===== src/rtl/pwm_pkg.sv =====
package pwm_pkg;
    localparam int PRE_W = 12;

    typedef struct packed {
        logic [PRE_W-1:0] presc;
        logic [1:0]       mode;
        logic [1:0]       clksrc;
        logic             swr;
        logic             en;
    } ctrl_t;

    localparam int CTRL_W = $bits(ctrl_t);

    localparam logic [1:0] MODE_NORMAL = 2'b00;
    localparam logic [1:0] MODE_INVERT = 2'b01;

    localparam logic [1:0] RA_CTRL   = 2'd0;
    localparam logic [1:0] RA_STATUS = 2'd1;
    localparam logic [1:0] RA_SAMPLE = 2'd2;
    localparam logic [1:0] RA_PERIOD = 2'd3;
endpackage


===== src/rtl/pwm_sample_fifo.sv =====
module pwm_sample_fifo #(
    parameter int W     = 16,
    parameter int DEPTH = 4,
    localparam int AW   = (DEPTH > 1) ? $clog2(DEPTH) : 1,
    localparam int CNTW = $clog2(DEPTH + 1)
) (
    input  logic            clk,
    input  logic            rst_n,
    input  logic            flush,
    input  logic            push,
    input  logic [W-1:0]    push_data,
    input  logic            pop,
    output logic [W-1:0]    head,
    output logic [CNTW-1:0] count,
    output logic            full,
    output logic            empty
);
    typedef struct packed {
        logic [DEPTH-1:0][W-1:0] mem;
        logic [AW-1:0]           rd;
        logic [AW-1:0]           wr;
        logic [CNTW-1:0]         cnt;
    } fifo_t;

    fifo_t st_d, st_q;
    logic  do_push, do_pop;

    assign full  = (32'(st_q.cnt) == DEPTH);
    assign empty = (st_q.cnt == '0);
    assign head  = st_q.mem[st_q.rd];
    assign count = st_q.cnt;

    always_comb begin
        st_d    = st_q;
        do_push = push && !full;
        do_pop  = pop && !empty;
        if (flush) begin
            st_d.rd  = '0;
            st_d.wr  = '0;
            st_d.cnt = '0;
        end else begin
            if (do_push) begin
                st_d.mem[st_q.wr] = push_data;
                st_d.wr = (32'(st_q.wr) == DEPTH - 1) ? '0 : st_q.wr + 1'b1;
            end
            if (do_pop) begin
                st_d.rd = (32'(st_q.rd) == DEPTH - 1) ? '0 : st_q.rd + 1'b1;
            end
            st_d.cnt = st_q.cnt + CNTW'(do_push) - CNTW'(do_pop);
        end
    end

    always_ff @(posedge clk or negedge rst_n) begin
        if (!rst_n) st_q <= '0;
        else        st_q <= st_d;
    end

    AST_FILL_BOUND: assert property (@(posedge clk) disable iff (!rst_n)
        32'(count) <= DEPTH);
    AST_FULL_DROP: assert property (@(posedge clk) disable iff (!rst_n)
        (push && full && !pop && !flush) |=> (32'(count) == DEPTH));
endmodule


===== src/rtl/pwm_prescaler.sv =====
module pwm_prescaler #(
    parameter int PW = 12
) (
    input  logic          clk,
    input  logic          rst_n,
    input  logic          run,
    input  logic [PW-1:0] limit,
    output logic          tick
);
    logic [PW-1:0] cnt_d, cnt_q;

    assign tick = run && (cnt_q >= limit);

    always_comb begin
        cnt_d = cnt_q;
        if (!run)      cnt_d = '0;
        else if (tick) cnt_d = '0;
        else           cnt_d = cnt_q + 1'b1;
    end

    always_ff @(posedge clk or negedge rst_n) begin
        if (!rst_n) cnt_q <= '0;
        else        cnt_q <= cnt_d;
    end

    AST_TICK_GAP: assert property (@(posedge clk) disable iff (!rst_n)
        tick |=> (limit == '0) || !tick);
endmodule


===== src/rtl/pwm_fifo_top.sv =====
module pwm_fifo_top
    import pwm_pkg::*;
#(
    parameter int PER_W = 16,
    parameter int SMP_W = 16,
    parameter int DEPTH = 4,
    localparam int CW   = PER_W + 1,
    localparam int FCW  = $clog2(DEPTH + 1)
) (
    input  logic        clk,
    input  logic        rst_n,
    input  logic        bus_sel,
    input  logic        bus_wr,
    input  logic [3:0]  bus_addr,
    input  logic [31:0] bus_wdata,
    output logic [31:0] bus_rdata,
    output logic        pwm_o
);
    typedef struct packed {
        ctrl_t            ctrl;
        logic [PER_W-1:0] period;
        logic [SMP_W-1:0] cmp;
        logic [CW-1:0]    cnt;
        logic             ovf;
    } state_t;

    state_t st_d, st_q;

    logic             wr_en, swr_wr, running, tick, wrap, act;
    logic             push, pop, f_full, f_empty;
    logic [SMP_W-1:0] f_head;
    logic [FCW-1:0]   f_count;
    logic [CW-1:0]    cnt_end;
    logic [1:0]       ra;

    assign ra      = bus_addr[3:2];
    assign wr_en   = bus_sel && bus_wr;
    assign swr_wr  = wr_en && (ra == RA_CTRL) && bus_wdata[1];
    assign running = st_q.ctrl.en && (st_q.ctrl.clksrc != 2'b00);
    assign cnt_end = CW'(st_q.period) + CW'(2);
    assign wrap    = tick && (st_q.cnt >= cnt_end);
    assign push    = wr_en && (ra == RA_SAMPLE) && !swr_wr;
    assign pop     = wrap && !f_empty;

    pwm_prescaler #(.PW(PRE_W)) u_presc (
        .clk   (clk),
        .rst_n (rst_n),
        .run   (running),
        .limit (st_q.ctrl.presc),
        .tick  (tick)
    );

    pwm_sample_fifo #(.W(SMP_W), .DEPTH(DEPTH)) u_fifo (
        .clk       (clk),
        .rst_n     (rst_n),
        .flush     (swr_wr),
        .push      (push),
        .push_data (bus_wdata[SMP_W-1:0]),
        .pop       (pop),
        .head      (f_head),
        .count     (f_count),
        .full      (f_full),
        .empty     (f_empty)
    );

    always_comb begin
        st_d = st_q;
        st_d.ctrl.swr = 1'b0;
        if (!running)  st_d.cnt = '0;
        else if (wrap) st_d.cnt = '0;
        else if (tick) st_d.cnt = st_q.cnt + 1'b1;
        if (pop) st_d.cmp = f_head;
        if (push && f_full) st_d.ovf = 1'b1;
        if (wr_en) begin
            case (ra)
                RA_CTRL:   st_d.ctrl = ctrl_t'(bus_wdata[CTRL_W-1:0] & ~CTRL_W'(2));
                RA_STATUS: if (bus_wdata[3]) st_d.ovf = 1'b0;
                RA_PERIOD: st_d.period = bus_wdata[PER_W-1:0];
                default:   ;
            endcase
        end
        if (swr_wr) begin
            st_d.ctrl     = '0;
            st_d.ctrl.swr = 1'b1;
            st_d.cnt      = '0;
            st_d.cmp      = '0;
            st_d.ovf      = 1'b0;
        end
    end

    always_ff @(posedge clk or negedge rst_n) begin
        if (!rst_n) st_q <= '0;
        else        st_q <= st_d;
    end

    always_comb begin
        act = (st_q.cmp != '0) &&
              ((st_q.cmp > SMP_W'(st_q.period)) || (CW'(st_q.cmp) > st_q.cnt));
        pwm_o = 1'b0;
        if (st_q.ctrl.en) begin
            if (st_q.ctrl.mode == MODE_NORMAL)      pwm_o = act;
            else if (st_q.ctrl.mode == MODE_INVERT) pwm_o = !act;
        end
    end

    always_comb begin
        case (ra)
            RA_CTRL:   bus_rdata = 32'(st_q.ctrl);
            RA_STATUS: bus_rdata = 32'({st_q.ovf, 3'(f_count)});
            RA_SAMPLE: bus_rdata = 32'(st_q.cmp);
            default:   bus_rdata = 32'(st_q.period);
        endcase
    end

    AST_PIN_LOW_WHEN_OFF: assert property (@(posedge clk) disable iff (!rst_n)
        !st_q.ctrl.en |-> !pwm_o);
    AST_ZERO_IDLE_INV: assert property (@(posedge clk) disable iff (!rst_n)
        (st_q.ctrl.en && st_q.ctrl.mode == MODE_INVERT && st_q.cmp == '0) |-> pwm_o);
    AST_SWR_SELF_CLEAR: assert property (@(posedge clk) disable iff (!rst_n)
        st_q.ctrl.swr |=> !st_q.ctrl.swr);
    AST_SWR_FLUSH: assert property (@(posedge clk) disable iff (!rst_n)
        st_q.ctrl.swr |-> (f_count == '0 && st_q.cmp == '0));
    AST_CMP_HOLD: assert property (@(posedge clk) disable iff (!rst_n)
        (!wrap && !swr_wr) |=> $stable(st_q.cmp));
    AST_HALT_NO_SRC: assert property (@(posedge clk) disable iff (!rst_n)
        (st_q.ctrl.clksrc == 2'b00) |=> (st_q.cnt == '0));
endmodule


===== config.mk =====
export PLATFORM = sky130hd
export DESIGN_NAME = pwm_fifo_top
export DESIGN_NICKNAME = d
export VERILOG_FILES = /design/src/rtl/pwm_pkg.sv /design/src/rtl/pwm_sample_fifo.sv /design/src/rtl/pwm_prescaler.sv /design/src/rtl/pwm_fifo_top.sv
export SDC_FILE = /design/constraint.sdc
export NUM_CORES = 1
export LEC_CHECK = 0
export CAP_MARGIN = 10
export CORE_MARGIN = 10
export CORE_UTILIZATION = 35
export DETAILED_ROUTE_END_ITERATION = 10
export DONT_BUFFER_PORTS = 1
export PLACE_DENSITY = 0.61
export SLEW_MARGIN = 30
export SYNTH_ARGS = -nofsm -noshare
export SYNTH_HDL_FRONTEND = slang
export SYNTH_HIERARCHICAL = 1
export SYNTH_SLANG_ARGS = --single-unit

===== constraint.sdc =====
create_clock -name clk -period 5.1 [get_ports clk]
set_input_delay 0.765 -clock clk [delete_from_list [all_inputs] [get_ports clk]]
set_output_delay 0.765 -clock clk [all_outputs]
set_load 0.01 [all_outputs]

==> flow_metrics.env, run 1 <==
export IMPL_period_minus_slack_ns=4.71
export IMPL_required_ns=5.41
export IMPL_clk_pin_slew_ns=0.07
export IMPL_grt_max_degree=152
export IMPL_clock_root_buffer="clkbuf_16"
export IMPL_gp_congestion=0.845
export IMPL_start_util=0.357
export IMPL_htreeDepth=4
export IMPL_post_cts_resized=0
export IMPL_worst_slew_pin_slew_ns=0.929
export IMPL_synth_main_ff_cell="dfrtp_1"
export IMPL_yosys_warnings=6
export IMPL_die_y_um=183
export IMPL_nFillCells=2509
export IMPL_crit_family="simple AND/OR/NAND/NOR gates"
export IMPL_viasPerCell=5.37
export IMPL_fin_nets=982
export IMPL_worstSetupPathType="flip-flop to flip-flop"
export IMPL_rows=59
export IMPL_die_w_um=183
export IMPL_dp_slack_ns=0.451
export IMPL_async_flop_share=1.00
export IMPL_ys_types=72
export IMPL_ios=73
export IMPL_critPathBufInv=2
export IMPL_drive_gt1_frac=0.180
export IMPL_slowest_delay_ns=0.48
export IMPL_cp_start_kind="flip-flop"
export IMPL_wl_met1_mm=10.3
export IMPL_track_usage=0.138
export IMPL_worstPathCellList="and3_1 > and3_1 > and2_1 > nor2b_1 > nand3_1 > xnor2_1 > ha_1 > a211oi_2 > o41ai_1 > a21o_1 > nor4bb_4 > nor2_1 > o31ai_1 > inv_1 > ha_1 > inv_1 > ha_1 > fa_1 > xnor2_1 > xnor2_1 > nor2_1"
export IMPL_dpl_cell_count=1186
export IMPL_power_density_nw_per_um2=404
export IMPL_drc_errors=0
export IMPL_yosysSeqAreaShare=0.404
export IMPL_end_kind="flip-flop"
export IMPL_fmax_mhz=212
export IMPL_hold_viol_final=0
export IMPL_cts_tree="built"
export IMPL_syn_to_final_growth_pct=8.60
export IMPL_p_seq_frac=0.421
export IMPL_skew_ns=0.00746
export IMPL_dp_hpwl_mm=16.7
export IMPL_cp_slowest_cell="dfrtp_1"
export IMPL_drt_pass1_iter_count=5
export IMPL_synth_area_um2=9350
export IMPL_cts_buffers=17
export IMPL_slew_headroom=0.379
export IMPL_wl_per_cell_um=18.7
export IMPL_tns_ns=0
export IMPL_route_met3_wl_mm=1.03
export IMPL_cts_sinks=151
export IMPL_cp_max_fo=7
export IMPL_slew_violations=0
export IMPL_clk_path_buf_depth=2
export IMPL_combinationalPowerShare=0.241
export IMPL_critPathArrivalTime_ns=5.02
export IMPL_rsz0062_at_grt="false"
export IMPL_setup_viol=0
export IMPL_grt_pass1_wl_mm=36.8
export IMPL_dr_wl_met2_mm=11.0
export IMPL_grt_pass1_vias=6487
export IMPL_cts_hold_fix_buffers=0
export IMPL_dieArea_um2=33700
export IMPL_syn_instance_count=887
export IMPL_ys_ff_latch=151
export IMPL_p_switching_uw=1240
export IMPL_clk_latency_ns=0.43
export IMPL_antenna_found_initial=0
export IMPL_final_cell_mix="151 x dfrtp_1, 83 x nand2_1, 79 x mux2_2"
export IMPL_setup_ws_ns=0.392
export IMPL_min_path_type="input pin to async pin"
export IMPL_synth_avg_cell_area_um2=10.5
export IMPL_final_common_cell="dfrtp_1"
export IMPL_core_um2=26200
export IMPL_vias=6546
export IMPL_drtIter0Drc=342
export IMPL_max_cap_violations=0
export IMPL_stdcell_count=1218
export IMPL_routed_wl_mm=22.8
export IMPL_cts_setup_buffers=0
export IMPL_ant_nets=0
export IMPL_irDropWorstVdd_mv=0.236
export IMPL_yosys_top_cells_area="dfrtp_1 40%, mux2_2 9.5%, ha_1 9.5%"
export IMPL_overflow=0
export IMPL_period_share=0.923
export IMPL_synth_top_area_cell="dfrtp_1"
export IMPL_status="finished, final reports clean"
export IMPL_io_buffers=0
export IMPL_routed_top_layer="met4"
export IMPL_clock_power_share=0.337
export IMPL_switching_share=0.302
export IMPL_diodes=0
export IMPL_p_int_uw=2870
export IMPL_synth_top_area_frac=0.404
export IMPL_synth_edf_count=0
export IMPL_leakage_uw=0.00432
flip-flops by register name (all words and copies together) (netlist names):
signal         count
u_fifo/st_q       68
st_q              68
u_fifo/count       3
u_presc/cnt_q     12
stage by stage:
stage | total power, uW | utilization | hold slack (ns) | cell area (um2)
after floorplan | 2520 | - | 0.463 | 9400
after global placement | 2690 | 0.363 | 0.484 | 9510
after detailed placement | 2740 | 0.363 | 0.486 | 9510
after CTS | 4130 | 0.387 | 0.0296 | 10100
after global routing | 4350 | 0.388 | 0.0210 | 10200
final | 4100 | 0.388 | 0.0393 | 10200
cells by family after synthesis:
logic type / share of synthesized area
flip-flops: 0.404
other: 0.000401
XOR/XNOR: 0.0253
adder cells (fa/ha/maj): 0.0971
multiplexers: 0.158
buffers and inverters: 0.0673
AND/OR/NAND/NOR: 0.136
AO/OA/AOI/OAI: 0.111
cells in the mapped netlist, types with 8 or more instances:
master    count
xnor2_1      26
inv_1        63
dfrtp_1     151
buf_2         8
buf_4        19
mux4_2       20
a211oi_1     16
a21oi_1      43
nor2_1       26
nand2b_1      8
mux2i_1      14
ha_1         71
mux2_2       79
a31oi_1       9
nand4_1      18
o21ai_0      56
clkbuf_1     17
nor3_1       10
nand2_1      83
nand3_1      41
per-layer routing:
metal,vias to the layer above,GRT usage
li1,3138,-
met1,3267,0.178
met2,114,0.227
met3,27,0.0308
met4,0,0.0400
met5,-,0
power groups by stage:
stage	sequential, uW	combinational, uW	clock (uW)
2_1_floorplan	1650	865	0
3_3_place_gp	1730	962	0
3_5_place_dp	1750	996	0
4_1_cts	1720	999	1410
5_1_grt	1770	1110	1470
6_report	1730	990	1390
layout make-up:
cell class	instances	area, um2	share of cell area
Clock buffer	20	447	0.0440
Tap cell	335	419	0.0413
Multi-Input combinational cell	629	5020	0.495
Timing Repair Buffer	8	60.1	0.00591
Inverter	63	236	0.0233
Clock inverter	12	190	0.0187
Sequential cell	151	3780	0.372
path summary, 6_finish.rpt:
| check | start | slack, ns | cells past startpoint | endpoint |
|---|---|---|---|---|
| hold / removal | rst_n | 0.04 | 0 | st_q[4] |
| max in group asynchronous | rst_n | 4.83 | 0 | st_q[27] |
| setup / recovery | st_q[37] | 0.39 | 21 | u_fifo/count[2] |
| setup reg to reg | st_q[37] | 0.39 | 21 | u_fifo/count[2] |
| min in group clk | bus_wdata[16] | 0.48 | 2 | st_q[66] |
| hold reg to reg | u_fifo/st_q[57] | 0.50 | 1 | u_fifo/st_q[57] |
Note: power is estimated with default switching activity, not from simulation.
==> run 2: changes to the inputs <==
--- a/config.mk
+++ b/config.mk
@@ -10,6 +10,7 @@
 export CORE_UTILIZATION = 35
 export DETAILED_ROUTE_END_ITERATION = 10
 export DONT_BUFFER_PORTS = 1
+export GPL_TIMING_DRIVEN = 0
 export PLACE_DENSITY = 0.61
 export SLEW_MARGIN = 30
 export SYNTH_ARGS = -nofsm -noshare
==> constraint.sdc (replaced) <==
create_clock -name clk -period 5.45 [get_ports clk]
set_input_delay 0.8175 -clock clk [delete_from_list [all_inputs] [get_ports clk]]
set_output_delay 0.8175 -clock clk [all_outputs]
set_load 0.01 [all_outputs]
==> flow_metrics.env, run 2 (same netlist as run 1, synthesis figures left out) <==
export IMPL_diodes=0
export IMPL_clk_path_buf_depth=2
export IMPL_overflow=0
export IMPL_htreeDepth=4
export IMPL_p_int_uw=2620
export IMPL_clock_root_buffer="clkbuf_16"
export IMPL_slew_violations=0
export IMPL_worstSetupPathType="flip-flop to flip-flop"
export IMPL_cts_hold_fix_buffers=0
export IMPL_critPathArrivalTime_ns=5.20
export IMPL_status="finished, final reports clean"
export IMPL_cts_buffers=17
export IMPL_tns_ns=0
export IMPL_clk_pin_slew_ns=0.07
export IMPL_gp_congestion=0.898
export IMPL_slew_headroom=0.430
export IMPL_die_w_um=183
export IMPL_largestRegisters="st_q (68), u_fifo/st_q (68), u_presc/cnt_q (12)"
export IMPL_power_density_nw_per_um2=368
export IMPL_p_switching_uw=1220
export IMPL_grt_max_degree=152
export IMPL_seq_area_um2=3780
export IMPL_vias=6792
export IMPL_clk_latency_ns=0.44
export IMPL_track_usage=0.149
export IMPL_rsz0062_at_grt="false"
export IMPL_antenna_found_initial=0
export IMPL_p_total_uw=3840
export IMPL_required_ns=5.77
export IMPL_period_minus_slack_ns=4.89
export IMPL_fmax_mhz=205
export IMPL_dp_hpwl_mm=18.4
export IMPL_worst_slew_pin_slew_ns=0.855
export IMPL_io_buffers=0
export IMPL_core_um2=26200
export IMPL_hold_slack_ns=0.0796
export IMPL_skew_ns=0.0205
export IMPL_drc_errors=0
export IMPL_cts_setup_buffers=0
export IMPL_nFillCells=2513
export IMPL_cp_start_kind="flip-flop"
export IMPL_stdcell_count=1267
export IMPL_combinationalPowerShare=0.258
export IMPL_grt_pass1_wl_mm=39.2
export IMPL_fin_nets=1031
export IMPL_syn_to_final_growth_pct=11.6
export IMPL_cp_max_fo=8
export IMPL_die_y_um=183
export IMPL_final_common_cell="dfrtp_1"
export IMPL_start_util=0.357
export IMPL_p_seq_frac=0.419
export IMPL_dieArea_um2=33700
export IMPL_drt_pass1_iter_count=5
export IMPL_multiInputGateArea_um2=4990
export IMPL_drive_gt1_frac=0.200
export IMPL_grt_pass1_vias=7072
export IMPL_rows=59
export IMPL_drtIter0Drc=497
export IMPL_cts_tree="built"
export IMPL_ios=73
export IMPL_routed_wl_mm=24.6
export IMPL_ant_nets=0
export IMPL_final_cell_mix="151 x dfrtp_1, 83 x nand2_1, 79 x mux2_2"
export IMPL_ff2ff_path_depth=22
export IMPL_switching_share=0.318
export IMPL_setup_viol=0
export IMPL_leakage_uw=0.00450
export IMPL_cts_sinks=151
export IMPL_irDropWorstVdd_mv=0.248
export IMPL_period_share=0.896
export IMPL_wl_per_cell_um=19.4
export IMPL_viasPerCell=5.36
export IMPL_max_cap_violations=0
export IMPL_min_path_type="input pin to async pin"
export IMPL_dpl_cell_count=1235
export IMPL_clock_power_share=0.323
export IMPL_post_cts_resized=0
export IMPL_end_kind="flip-flop"
export IMPL_hold_viol_final=0
## run 2: cell type report
class / count / share of cell area
multi-input cells: 629 / 0.478
flip-flops and latches: 151 / 0.362
clock buffers: 18 / 0.0411
well taps: 335 / 0.0402
plain buffers: 57 / 0.0377
inverters: 63 / 0.0227
clock inverters: 14 / 0.0177
## run 2: worst paths after layout
path                                 start  slack (ns)               to
max                               st_q[37]        0.56  u_fifo/count[2]
max in group asynchronous            rst_n        5.04         st_q[64]
max reg2reg                       st_q[37]        0.56  u_fifo/count[2]
min reg2reg                u_fifo/st_q[67]        0.50  u_fifo/st_q[67]
min in group clk           u_fifo/st_q[67]        0.50  u_fifo/st_q[67]
min                                  rst_n        0.08          st_q[4]
## run 2: power by group through the flow
stage | clock [uW] | combinational (uW) | sequential, uW
detailed placement | 0 | 994 | 1630
global route | 1310 | 1110 | 1650
CTS | 1260 | 999 | 1610
floorplan | 0 | 810 | 1540
global placement | 0 | 962 | 1620
finish | 1240 | 992 | 1610
## run 2: per-stage QoR
stage                     worst slack (ns)  instance area (um2)   util
after floorplan                       1.26                 9400      -
after global placement               0.629                 9820  0.375
after detailed placement             0.579                 9820  0.375
after CTS                            0.550                10400  0.398
after global routing                 0.144                10400  0.398
final                                0.564                10400  0.398
## run 2: metal layers
metal	vias up	routed length, um	global-route usage
met5	-	0	0
met1	3352	10700	0.184
met3	46	1360	0.0362
met2	158	11700	0.243
met4	0	876	0.0669
li1	3236	-	-
## run 2: worst max-delay path, cell delays in order (launching register included)
cell,delay (ns)
dfrtp_1,0.49
and3_1,0.21
and3_1,0.18
and2_1,0.19
nor2b_1,0.27
nand3_1,0.13
xnor2_1,0.15
ha_1,0.33
a211oi_2,0.21
o41ai_1,0.11
a21o_1,0.24
nor4bb_1,0.30
buf_4,0.26
nor2_1,0.10
o31ai_1,0.19
inv_1,0.11
ha_1,0.30
inv_1,0.04
ha_1,0.18
fa_1,0.38
xnor2_1,0.19
xnor2_1,0.14
nor2_1,0.05
==> run 3: changes to the inputs <==
--- a/config.mk
+++ b/config.mk
@@ -11,7 +11,7 @@
 export DETAILED_ROUTE_END_ITERATION = 10
 export DONT_BUFFER_PORTS = 1
 export GPL_TIMING_DRIVEN = 0
-export PLACE_DENSITY = 0.61
+export PLACE_DENSITY = 0.59
 export SLEW_MARGIN = 30
 export SYNTH_ARGS = -nofsm -noshare
 export SYNTH_HDL_FRONTEND = slang
==> flow_metrics.env, run 3 (same netlist as run 1, synthesis figures left out) <==
export IMPL_status="finished, final reports clean"
export IMPL_drtIter0Drc=431
export IMPL_clk_pin_slew_ns=0.07
export IMPL_post_cts_resized=0
export IMPL_gp_congestion=0.895
export IMPL_worst_slew_pin_slew_ns=0.828
export IMPL_clk_latency_ns=0.43
export IMPL_slew_violations=0
export IMPL_fin_nets=1031
export IMPL_rsz0062_at_grt="false"
export IMPL_track_usage=0.150
export IMPL_cts_hold_fix_buffers=0
export IMPL_clock_power_share=0.322
export IMPL_irDropWorstVdd_mv=0.208
export IMPL_core_um2=26200
export IMPL_final_common_cell="dfrtp_1"
export IMPL_period_minus_slack_ns=4.85
export IMPL_cts_tree="built"
export IMPL_routed_wl_mm=24.6
export IMPL_required_ns=5.77
export IMPL_drive_gt1_frac=0.200
export IMPL_tns_ns=0
export IMPL_p_int_uw=2620
export IMPL_clock_root_buffer="clkbuf_16"
export IMPL_drc_errors=0
export IMPL_use_met1=0.188
export IMPL_end_kind="flip-flop"
export IMPL_cts_setup_buffers=0
export IMPL_max_cap_violations=0
export IMPL_placed_area_um2=9820
export IMPL_die_y_um=183
export IMPL_slew_headroom=0.441
export IMPL_final_cell_mix="151 x dfrtp_1, 83 x nand2_1, 79 x mux2_2"
export IMPL_grt_pass1_vias=6951
export IMPL_dieArea_um2=33700
export IMPL_cts_buffers=17
export IMPL_syn_to_final_growth_pct=11.5
export IMPL_start_util=0.357
export IMPL_combinationalPowerShare=0.258
export IMPL_drt_pass1_iter_count=5
export IMPL_grt_pass1_wl_mm=39.4
export IMPL_p_switching_uw=1220
export IMPL_htreeDepth=4
export IMPL_p_seq_frac=0.421
export IMPL_use_met3=0.0312
export IMPL_vias=6803
export IMPL_leakage_uw=0.00449
export IMPL_use_met2=0.248
export IMPL_cp_max_fo=8
export IMPL_top_usage_layer="met2"
export IMPL_die_w_um=183
export IMPL_overflow=0
export IMPL_stdcell_area_um2=10400
export IMPL_ff2ff_path_depth=22
export IMPL_worstSetupPathType="flip-flop to flip-flop"
export IMPL_wl_per_cell_um=19.4
export IMPL_largestRegisters="st_q (68), u_fifo/st_q (68), u_presc/cnt_q (12)"
export IMPL_cp_startpoint="st_q[37]"
export IMPL_io_buffers=0
export IMPL_viasPerCell=5.37
export IMPL_power_density_nw_per_um2=368
export IMPL_rows=59
export IMPL_skew_ns=0.0102
export IMPL_ios=73
export IMPL_cts_sinks=151
export IMPL_min_path_type="input pin to async pin"
export IMPL_critPathArrivalTime_ns=5.17
export IMPL_diodes=0
export IMPL_setup_viol=0
export IMPL_antenna_found_initial=0
export IMPL_fmax_mhz=206
export IMPL_ant_nets=0
export IMPL_clk_path_buf_depth=2
export IMPL_cp_start_kind="flip-flop"
export IMPL_dp_hpwl_mm=18.5
export IMPL_grt_max_degree=152
export IMPL_switching_share=0.318
export IMPL_hold_viol_final=0
export IMPL_r2r_start="st_q[37]"
export IMPL_period_share=0.891
[run 3: cell type report]
type / instances / area, um2
Buffer: 57 / 393
Clock buffer: 18 / 429
Clock inverter: 14 / 183
Fill cell: 2563 / 15800
Inverter: 63 / 236
Multi-Input combinational cell: 629 / 4990
Sequential cell: 151 / 3780
Tap cell: 335 / 419
[run 3: final timing paths]
check                                  end  slack, ns
max                        u_fifo/count[2]       0.60
min                                st_q[4]       0.08
max reg2reg                u_fifo/count[2]       0.60
min reg2reg                u_fifo/st_q[64]       0.51
max in group asynchronous   u_fifo/st_q[6]       5.03
min in group clk           u_fifo/st_q[64]       0.51
[run 3: worst max-delay path, stage by stage (launching register included)]
cell and delay (ns):
dfrtp_1 0.50, and3_1 0.22, and3_1 0.19, and2_1 0.20
nor2b_1 0.26, nand3_1 0.13, xnor2_1 0.15, ha_1 0.33
a211oi_2 0.21, o41ai_1 0.11, a21o_1 0.25, nor4bb_1 0.27
buf_4 0.25, nor2_1 0.10, o31ai_1 0.19, inv_1 0.10
ha_1 0.30, inv_1 0.04, ha_1 0.19, fa_1 0.38
xnor2_1 0.19, xnor2_1 0.13, nor2_1 0.06
[run 3: routing by layer]
| metal | up-vias | wire (um) |
|---|---|---|
| li1 | 3229 | - |
| met1 | 3406 | 10800 |
| met2 | 135 | 12100 |
| met3 | 33 | 1100 |
| met4 | 0 | 664 |
| met5 | - | 0 |
[run 3: power by group through the flow]
stage	sequential, uW	combinational [uW]	clock (uW)
after floorplan	1540	810	0
after global placement	1620	961	0
after detailed placement	1630	991	0
after CTS	1610	997	1270
after global routing	1650	1110	1310
final	1620	990	1240
[run 3: through the flow]
stage,util,cells,power [uW],hold WS [ns],setup slack (ns)
after global placement,0.375,1235,2580,0.484,0.603
after floorplan,-,900,2350,0.463,1.26
after global routing,0.398,1267,4070,0.0651,0.282
after CTS,0.398,1267,3880,0.0723,0.592
after detailed placement,0.375,1235,2620,0.492,0.593
final,0.398,1267,3840,0.0830,0.596
